--- src/rtl/pm_pkg.sv ---
package pm_pkg;
  typedef enum logic [1:0] {
    A_STS  = 2'd0,
    A_EN   = 2'd1,
    A_CTRL = 2'd2,
    A_TMR  = 2'd3
  } pm_addr_e;

  localparam int REG_W   = 16;
  localparam int RD_W    = 32;
  localparam int B_TMR   = 0;
  localparam int B_GBL   = 5;
  localparam int B_PWR   = 8;
  localparam int B_RTC   = 10;
  localparam int B_RSM   = 15;
  localparam int B_SCIEN = 0;
  localparam int B_SUSEN = 13;
  localparam int SUS_LO  = 10;

  localparam logic [REG_W-1:0] SCI_MASK = (REG_W'(1) << B_TMR) | (REG_W'(1) << B_GBL) |
                                          (REG_W'(1) << B_PWR) | (REG_W'(1) << B_RTC);
  localparam logic [REG_W-1:0] STS_MASK = SCI_MASK | (REG_W'(1) << B_RSM);
  localparam logic [REG_W-1:0] EN_MASK  = SCI_MASK;
  localparam logic [REG_W-1:0] CTRL_MASK = ~(REG_W'(1) << B_SUSEN);

  localparam logic [7:0] APM_SCI_ON  = 8'hF1;
  localparam logic [7:0] APM_SCI_OFF = 8'hF0;
  localparam logic [2:0] SUS_SOFTOFF = 3'd0;
  localparam logic [2:0] SUS_RESUME  = 3'd1;
endpackage

--- src/rtl/pm_rst_sync.sv ---
module pm_rst_sync #(
  parameter int STAGES = 2
) (
  input  logic clk,
  input  logic rst_n,
  output logic rst_sync_n
);
  logic [STAGES-1:0] sync_q;

  always_ff @(posedge clk or negedge rst_n) begin
    if (!rst_n) sync_q <= '0;
    else        sync_q <= {sync_q[STAGES-2:0], 1'b1};
  end

  assign rst_sync_n = sync_q[STAGES-1];
endmodule

--- src/rtl/pm_timer.sv ---
module pm_timer #(
  parameter int TMR_W = 24
) (
  input  logic             clk,
  input  logic             rst_n,
  input  logic             tick_en,
  output logic [TMR_W-1:0] cnt_q,
  output logic             ovf_evt
);
  localparam int LOW_W = TMR_W - 1;

  logic [TMR_W-1:0] cnt_d;

  // The top bit flips exactly when all lower bits are one and a tick arrives.
  always_comb begin
    cnt_d   = cnt_q + 1'b1;
    ovf_evt = tick_en & (&cnt_q[LOW_W-1:0]);
  end

  always_ff @(posedge clk or negedge rst_n) begin
    if (!rst_n)       cnt_q <= '0;
    else if (tick_en) cnt_q <= cnt_d;
  end
endmodule

--- src/rtl/pm_ctrl.sv ---
module pm_ctrl
  import pm_pkg::*;
(
  input  logic             clk,
  input  logic             rst_n,
  input  logic             wr_ctrl,
  input  logic [REG_W-1:0] wdata,
  input  logic             apm_wr,
  input  logic [7:0]       apm_data,
  input  logic             smi_cfg_en,
  output logic [REG_W-1:0] ctrl_q,
  output logic             off_req,
  output logic             rst_req,
  output logic             smi_req,
  output logic             resume_evt
);
  logic [REG_W-1:0] ctrl_d;
  logic             ctrl_ce;
  logic [2:0]       sus_typ;
  logic             sus_go;
  logic             off_d;
  logic             smi_d;

  always_comb begin
    sus_typ    = wdata[SUS_LO +: 3];
    sus_go     = wr_ctrl & wdata[B_SUSEN];
    off_d      = sus_go & (sus_typ == SUS_SOFTOFF);
    resume_evt = sus_go & (sus_typ == SUS_RESUME);
    smi_d      = apm_wr & smi_cfg_en;
    ctrl_ce    = wr_ctrl | apm_wr;
    ctrl_d     = ctrl_q;
    if (wr_ctrl) ctrl_d = wdata & CTRL_MASK;
    if (apm_wr) begin
      if (apm_data == APM_SCI_ON)       ctrl_d[B_SCIEN] = 1'b1;
      else if (apm_data == APM_SCI_OFF) ctrl_d[B_SCIEN] = 1'b0;
    end
  end

  always_ff @(posedge clk or negedge rst_n) begin
    if (!rst_n)       ctrl_q <= '0;
    else if (ctrl_ce) ctrl_q <= ctrl_d;
  end

  always_ff @(posedge clk or negedge rst_n) begin
    if (!rst_n) begin
      off_req <= 1'b0;
      rst_req <= 1'b0;
      smi_req <= 1'b0;
    end else begin
      off_req <= off_d;
      rst_req <= resume_evt;
      smi_req <= smi_d;
    end
  end
endmodule

--- src/rtl/pm_events.sv ---
module pm_events
  import pm_pkg::*;
(
  input  logic             clk,
  input  logic             rst_n,
  input  logic             sts_wr,
  input  logic             en_wr,
  input  logic [REG_W-1:0] wdata,
  input  logic             ovf_evt,
  input  logic             gbl_evt,
  input  logic             rtc_evt,
  input  logic             pwrbtn,
  input  logic             resume_evt,
  output logic [REG_W-1:0] sts_q,
  output logic [REG_W-1:0] en_q,
  output logic             sci
);
  logic [REG_W-1:0] set_vec;
  logic [REG_W-1:0] clr_vec;
  logic [REG_W-1:0] sts_d;

  always_comb begin
    set_vec        = '0;
    set_vec[B_TMR] = ovf_evt;
    set_vec[B_GBL] = gbl_evt;
    set_vec[B_PWR] = (pwrbtn & en_q[B_PWR]) | resume_evt;
    set_vec[B_RTC] = rtc_evt;
    set_vec[B_RSM] = resume_evt;
    clr_vec        = sts_wr ? wdata : '0;
    // Setting has priority over a coincident write-one-to-clear.
    sts_d          = (set_vec | (sts_q & ~clr_vec)) & STS_MASK;
  end

  always_ff @(posedge clk or negedge rst_n) begin
    if (!rst_n) sts_q <= '0;
    else        sts_q <= sts_d;
  end

  always_ff @(posedge clk or negedge rst_n) begin
    if (!rst_n)     en_q <= '0;
    else if (en_wr) en_q <= wdata & EN_MASK;
  end

  assign sci = |(sts_q & en_q & SCI_MASK);
endmodule

--- src/rtl/pm_event_core.sv ---
module pm_event_core
  import pm_pkg::*;
#(
  parameter int TMR_W = 24
) (
  input  logic            clk,
  input  logic            rst_n,
  input  logic            tick_en,
  input  logic [1:0]      bus_addr,
  input  logic            bus_wr,
  input  logic [15:0]     bus_wdata,
  output logic [31:0]     bus_rdata,
  input  logic            pwrbtn_press,
  input  logic            gbl_evt,
  input  logic            rtc_evt,
  input  logic            apm_wr,
  input  logic [7:0]      apm_data,
  input  logic            smi_cfg_en,
  output logic            sci,
  output logic            off_req,
  output logic            rst_req,
  output logic            smi_req
);
  localparam int PAD_W = RD_W - TMR_W;

  logic             rst_sync_n;
  logic [TMR_W-1:0] tmr_q;
  logic             ovf_evt;
  logic [REG_W-1:0] sts_q;
  logic [REG_W-1:0] en_q;
  logic [REG_W-1:0] ctrl_q;
  logic             resume_evt;
  logic             sts_wr;
  logic             en_wr;
  logic             ctrl_wr;

  always_comb begin
    sts_wr  = bus_wr & (bus_addr == A_STS);
    en_wr   = bus_wr & (bus_addr == A_EN);
    ctrl_wr = bus_wr & (bus_addr == A_CTRL);
  end

  pm_rst_sync #(.STAGES(2)) u_rst (
    .clk        (clk),
    .rst_n      (rst_n),
    .rst_sync_n (rst_sync_n)
  );

  pm_timer #(.TMR_W(TMR_W)) u_tmr (
    .clk     (clk),
    .rst_n   (rst_sync_n),
    .tick_en (tick_en),
    .cnt_q   (tmr_q),
    .ovf_evt (ovf_evt)
  );

  pm_ctrl u_ctrl (
    .clk        (clk),
    .rst_n      (rst_sync_n),
    .wr_ctrl    (ctrl_wr),
    .wdata      (bus_wdata),
    .apm_wr     (apm_wr),
    .apm_data   (apm_data),
    .smi_cfg_en (smi_cfg_en),
    .ctrl_q     (ctrl_q),
    .off_req    (off_req),
    .rst_req    (rst_req),
    .smi_req    (smi_req),
    .resume_evt (resume_evt)
  );

  pm_events u_evt (
    .clk        (clk),
    .rst_n      (rst_sync_n),
    .sts_wr     (sts_wr),
    .en_wr      (en_wr),
    .wdata      (bus_wdata),
    .ovf_evt    (ovf_evt),
    .gbl_evt    (gbl_evt),
    .rtc_evt    (rtc_evt),
    .pwrbtn     (pwrbtn_press),
    .resume_evt (resume_evt),
    .sts_q      (sts_q),
    .en_q       (en_q),
    .sci        (sci)
  );

  always_comb begin
    unique case (bus_addr)
      A_STS:   bus_rdata = {{(RD_W-REG_W){1'b0}}, sts_q};
      A_EN:    bus_rdata = {{(RD_W-REG_W){1'b0}}, en_q};
      A_CTRL:  bus_rdata = {{(RD_W-REG_W){1'b0}}, ctrl_q};
      default: bus_rdata = {{PAD_W{1'b0}}, tmr_q};
    endcase
  end
endmodule

--- config.mk ---
export PLATFORM = sky130hd
export DESIGN_NAME = pm_event_core
export DESIGN_NICKNAME = d
export VERILOG_FILES = /design/src/rtl/pm_pkg.sv /design/src/rtl/pm_rst_sync.sv /design/src/rtl/pm_timer.sv /design/src/rtl/pm_ctrl.sv /design/src/rtl/pm_events.sv /design/src/rtl/pm_event_core.sv
export SDC_FILE = /design/constraint.sdc
export NUM_CORES = 1
export LEC_CHECK = 0
export ABC_AREA = 1
export BUFFER_PORTS_ARGS = -buffer_cell sky130_fd_sc_hd__buf_2
export CORE_UTILIZATION = 59
export CTS_CLUSTER_SIZE = 20
export DETAILED_ROUTE_END_ITERATION = 16
export GPL_TIMING_DRIVEN = 1
export PLACE_DENSITY_LB_ADDON = 0.08
export SYNTH_ARGS = -nofsm -noshare
export SYNTH_HDL_FRONTEND = slang
export SYNTH_HIERARCHICAL = 1
export SYNTH_SLANG_ARGS = --single-unit
--- constraint.sdc ---
create_clock -name clk -period 3.2 [get_ports clk]
set_input_delay 0.32 -clock clk [delete_from_list [all_inputs] [get_ports clk]]
set_output_delay 0.32 -clock clk [all_outputs]
set_load 0.03 [all_outputs]
==> impl_metrics.ini <==
[status]
outcome = finished with violations
violations = design-rule violations

[sta]
rsz0062_at_grt = false
hold_viol = 0
max_freq_mhz = 507
drv_slew = 0
layout_setup_ws_ps = 1230
fin_crit_ps = 1970
hold_slack_ps = 190
setup-violations-final = 0
max_slew.worst_pin.slew_ps = 767
final.setup.tns_ps = 0
fin_crit_sh_pct = 61.6
max-slew-margin-rel_pct = 48.9
clock-skew-final_ps = 6.33

[cts]
clk_pin_slew_ps = 90
cts_tree = yes
cts_max_level = 2
cts_root_buf = clkbuf_8
cts_buffer_depth = 2
post-cts-setup-buffers = 0
clk-insertion-delay-late_ps = 310
clock-sinks = 53
numCtsBuffers = 5

[grt]
track_usage_pct = 25.2
grt_max_degree = 38
grt_pass1_wl_um = 11800
grt-ovfl-total = 0
grt_pass1_vias = 2511
antenna_found_initial = 0

[worst_hold_path]
min-delay-start = gbl_evt
hp-class = in -> reg

[setup_path]
crit_path_start = bus_addr[0]
rr_startpoint = u_tmr/cnt_q[0]
crit_type = in -> out
startpoint_type = input port
crit_buf_inv = 2
max_stage_delay_ps = 590
cpMostUsedCell = buf_2
worst_ep_arrival_time_ps = 1650
path_cells = buf_2 -> nand2_1 -> nor2_1 -> buf_2
critPathCaptureType = primary output
cp_max_fo = 37
required_ps = 2880
cpMaxStageDelayCell = buf_2
cp_top_family = buffers and inverters

[placed_design]
dpl-instance-area_mm2 = 0.00353
dp_hpwl_um = 5120
gp_congestion = 0.823
place_ws_ps = 1210
port-buffer-count = 62

[synth]
ys_ff_latch = 53
syn_area_per_cell_um2 = 8.27
synthCells = 407
synth-main-ff-cell = dfrtp_1
synth-edff-count = 0
yosysSeqAreaShare_pct = 39.4
synth.cell_area_mm2 = 0.00337
synth_cell_types = 29
ys_async_sr_fraction_pct = 100
yosysWarnings = 6

[cells_and_area]
antennaDiodeCount = 0
drive_gt1_share_pct = 23.0
nets = 500
final_core_util_pct = 66.0
areaGrowthSynthToFinish_pct = 7.88
final_cell_area_mm2 = 0.00363
fillers = 465

[pwr]
vdd_drop_max_v = 0.000314
power_density_mw_per_mm2 = 463
cellLeakagePower_uw = 0.00188

[floorplan]
num_io_pins = 71
die_x_um = 77.5
initial_core_util_pct = 61.1
core_mm2 = 0.00551
rows = 27
die_y_um = 77.5
dieArea_mm2 = 0.00601

[flow_run]
timing.max_cap.violations = 0

[drt]
wl_um = 6840
drc = 2
vias_per_cell = 4.94
via_count = 2651
post_drt_wl_per_cell_um = 12.7
detail-route-antenna-nets = 0
drt_iter0_drc = 191
drt_first_pass_iters = 10
## metrics by stage
| stage | instances | total power [µW] |
|---|---|---|
| 6_report | 537 | 1680 |
| 5_1_grt | 537 | 1780 |
| 4_1_cts | 537 | 1690 |
| 3_5_place_dp | 528 | 1300 |
| 3_3_place_gp | 528 | 1290 |
| 2_1_floorplan | 436 | 1210 |
## routing by layer
layer	share of wire (%)	up-vias	global-route usage (%)
met5	0	-	0
met1	48	1237	35.0
li1	-	1348	-
met4	1.0	0	6.79
met3	4.5	5	5.18
met2	46	61	39.8
## power by group
| part | internal, µW | leakage, µW | total [µW] | switching [µW] |
|---|---|---|---|---|
| Combinational | 168 | 0.00118 | 427 | 260 |
| Sequential | 762 | 0.000654 | 867 | 105 |
| Clock | 177 | 0.0000455 | 388 | 211 |
| Total | 1110 | 0.00188 | 1680 | 575 |
## path summary, 6_finish.rpt
check | endpoint | cells after the start | slack (ps)
min in group asynchronous | u_ctrl/smi_req | 0 | 310
max | bus_rdata[21] | 4 | 1230
max reg2reg | u_tmr/cnt_q[18] | 8 | 1630
max in group asynchronous | u_ctrl/ctrl_q[4] | 1 | 2130
min reg2reg | u_ctrl/smi_req | 0 | 310
min | u_evt/sts_q[5] | 3 | 190
## synthesized netlist by cell type, types with 2 or more instances
cell     instances  area [µm²]
buf_4           36         270
buf_6            8        90.1
conb_1           4        15.0
dfrtp_1         53        1330
inv_1           44         165
inv_4            2        12.5
mux2_2           8        90.1
mux2_4           7         105
nand2_1         87         327
nand2_2          3        18.8
nand3_1         53         265
nand3_2          5        50.1
nand4_1         21         131
nor2_1          34         128
nor2_2           2        12.5
nor2_4           2        22.5
nor3_1           3        15.0
nor3_2           2        20.0
o21ai_0          7        35.0
xnor2_1          8        70.1
xor2_1          10        87.6
## worst min-delay path: stages
cell and delay [ps]:
buf_2 70, inv_1 30, nand2_1 50
## layout make-up
class,instances,area (µm²),area share (%)
multi-input combinational,292,1590,43.8
timing repair buffer,66,355,9.78
sequential,53,1330,36.5
inverter,46,178,4.89
clock buffer,8,90.1,2.48
tap,72,90.1,2.48
## sequential cells by signal, indices dropped and copies added, names as in the netlist
signal	flops
u_ctrl/off_req	1
u_ctrl/ctrl_q	15
u_tmr/cnt_q	24
u_rst/sync_q	2
u_evt/en_q	4
u_evt/sts_q	5
u_ctrl/rst_req	1
u_ctrl/smi_req	1
## cells in the final DEF, fill, tap and decap left out, types with 2 or more instances in the layout
master,n
buf_2,62
o21ai_0,7
nand2_1,87
inv_1,44
nand2_2,3
nand3_1,53
nor3_1,3
xnor2_1,8
inv_4,2
nor3_2,2
xor2_1,10
mux2_4,7
clkbuf_1,2
nor2_4,2
nor2_2,2
nor2_1,34
buf_4,2
conb_1,33
mux2_2,8
nand3_2,5
nand4_1,21
clkbuf_8,6
dfrtp_1,52
## logic make-up (layout without fill, tap and decap cells)
logic type | after synthesis | count (layout) | synth area share, %
AO/OA/AOI/OAI | 8 | 8 | 1.19
adder cells (fa/ha/maj) | 1 | 1 | 0.372
other | 4 | 33 | 0.446
flip-flops | 53 | 53 | 39.4
multiplexers | 15 | 15 | 5.80
buffers and inverters | 91 | 120 | 16.6
XOR/XNOR | 18 | 18 | 4.68
AND/OR/NAND/NOR | 217 | 217 | 31.5
## timing repair
| action | in CTS | in global routing |
|---|---|---|
| endpoints found under the hold margin | 2 | 0 |
| hold buffers | 1 | 0 |
| resized for setup | 0 | 0 |
(Power assumes the default switching activity.)
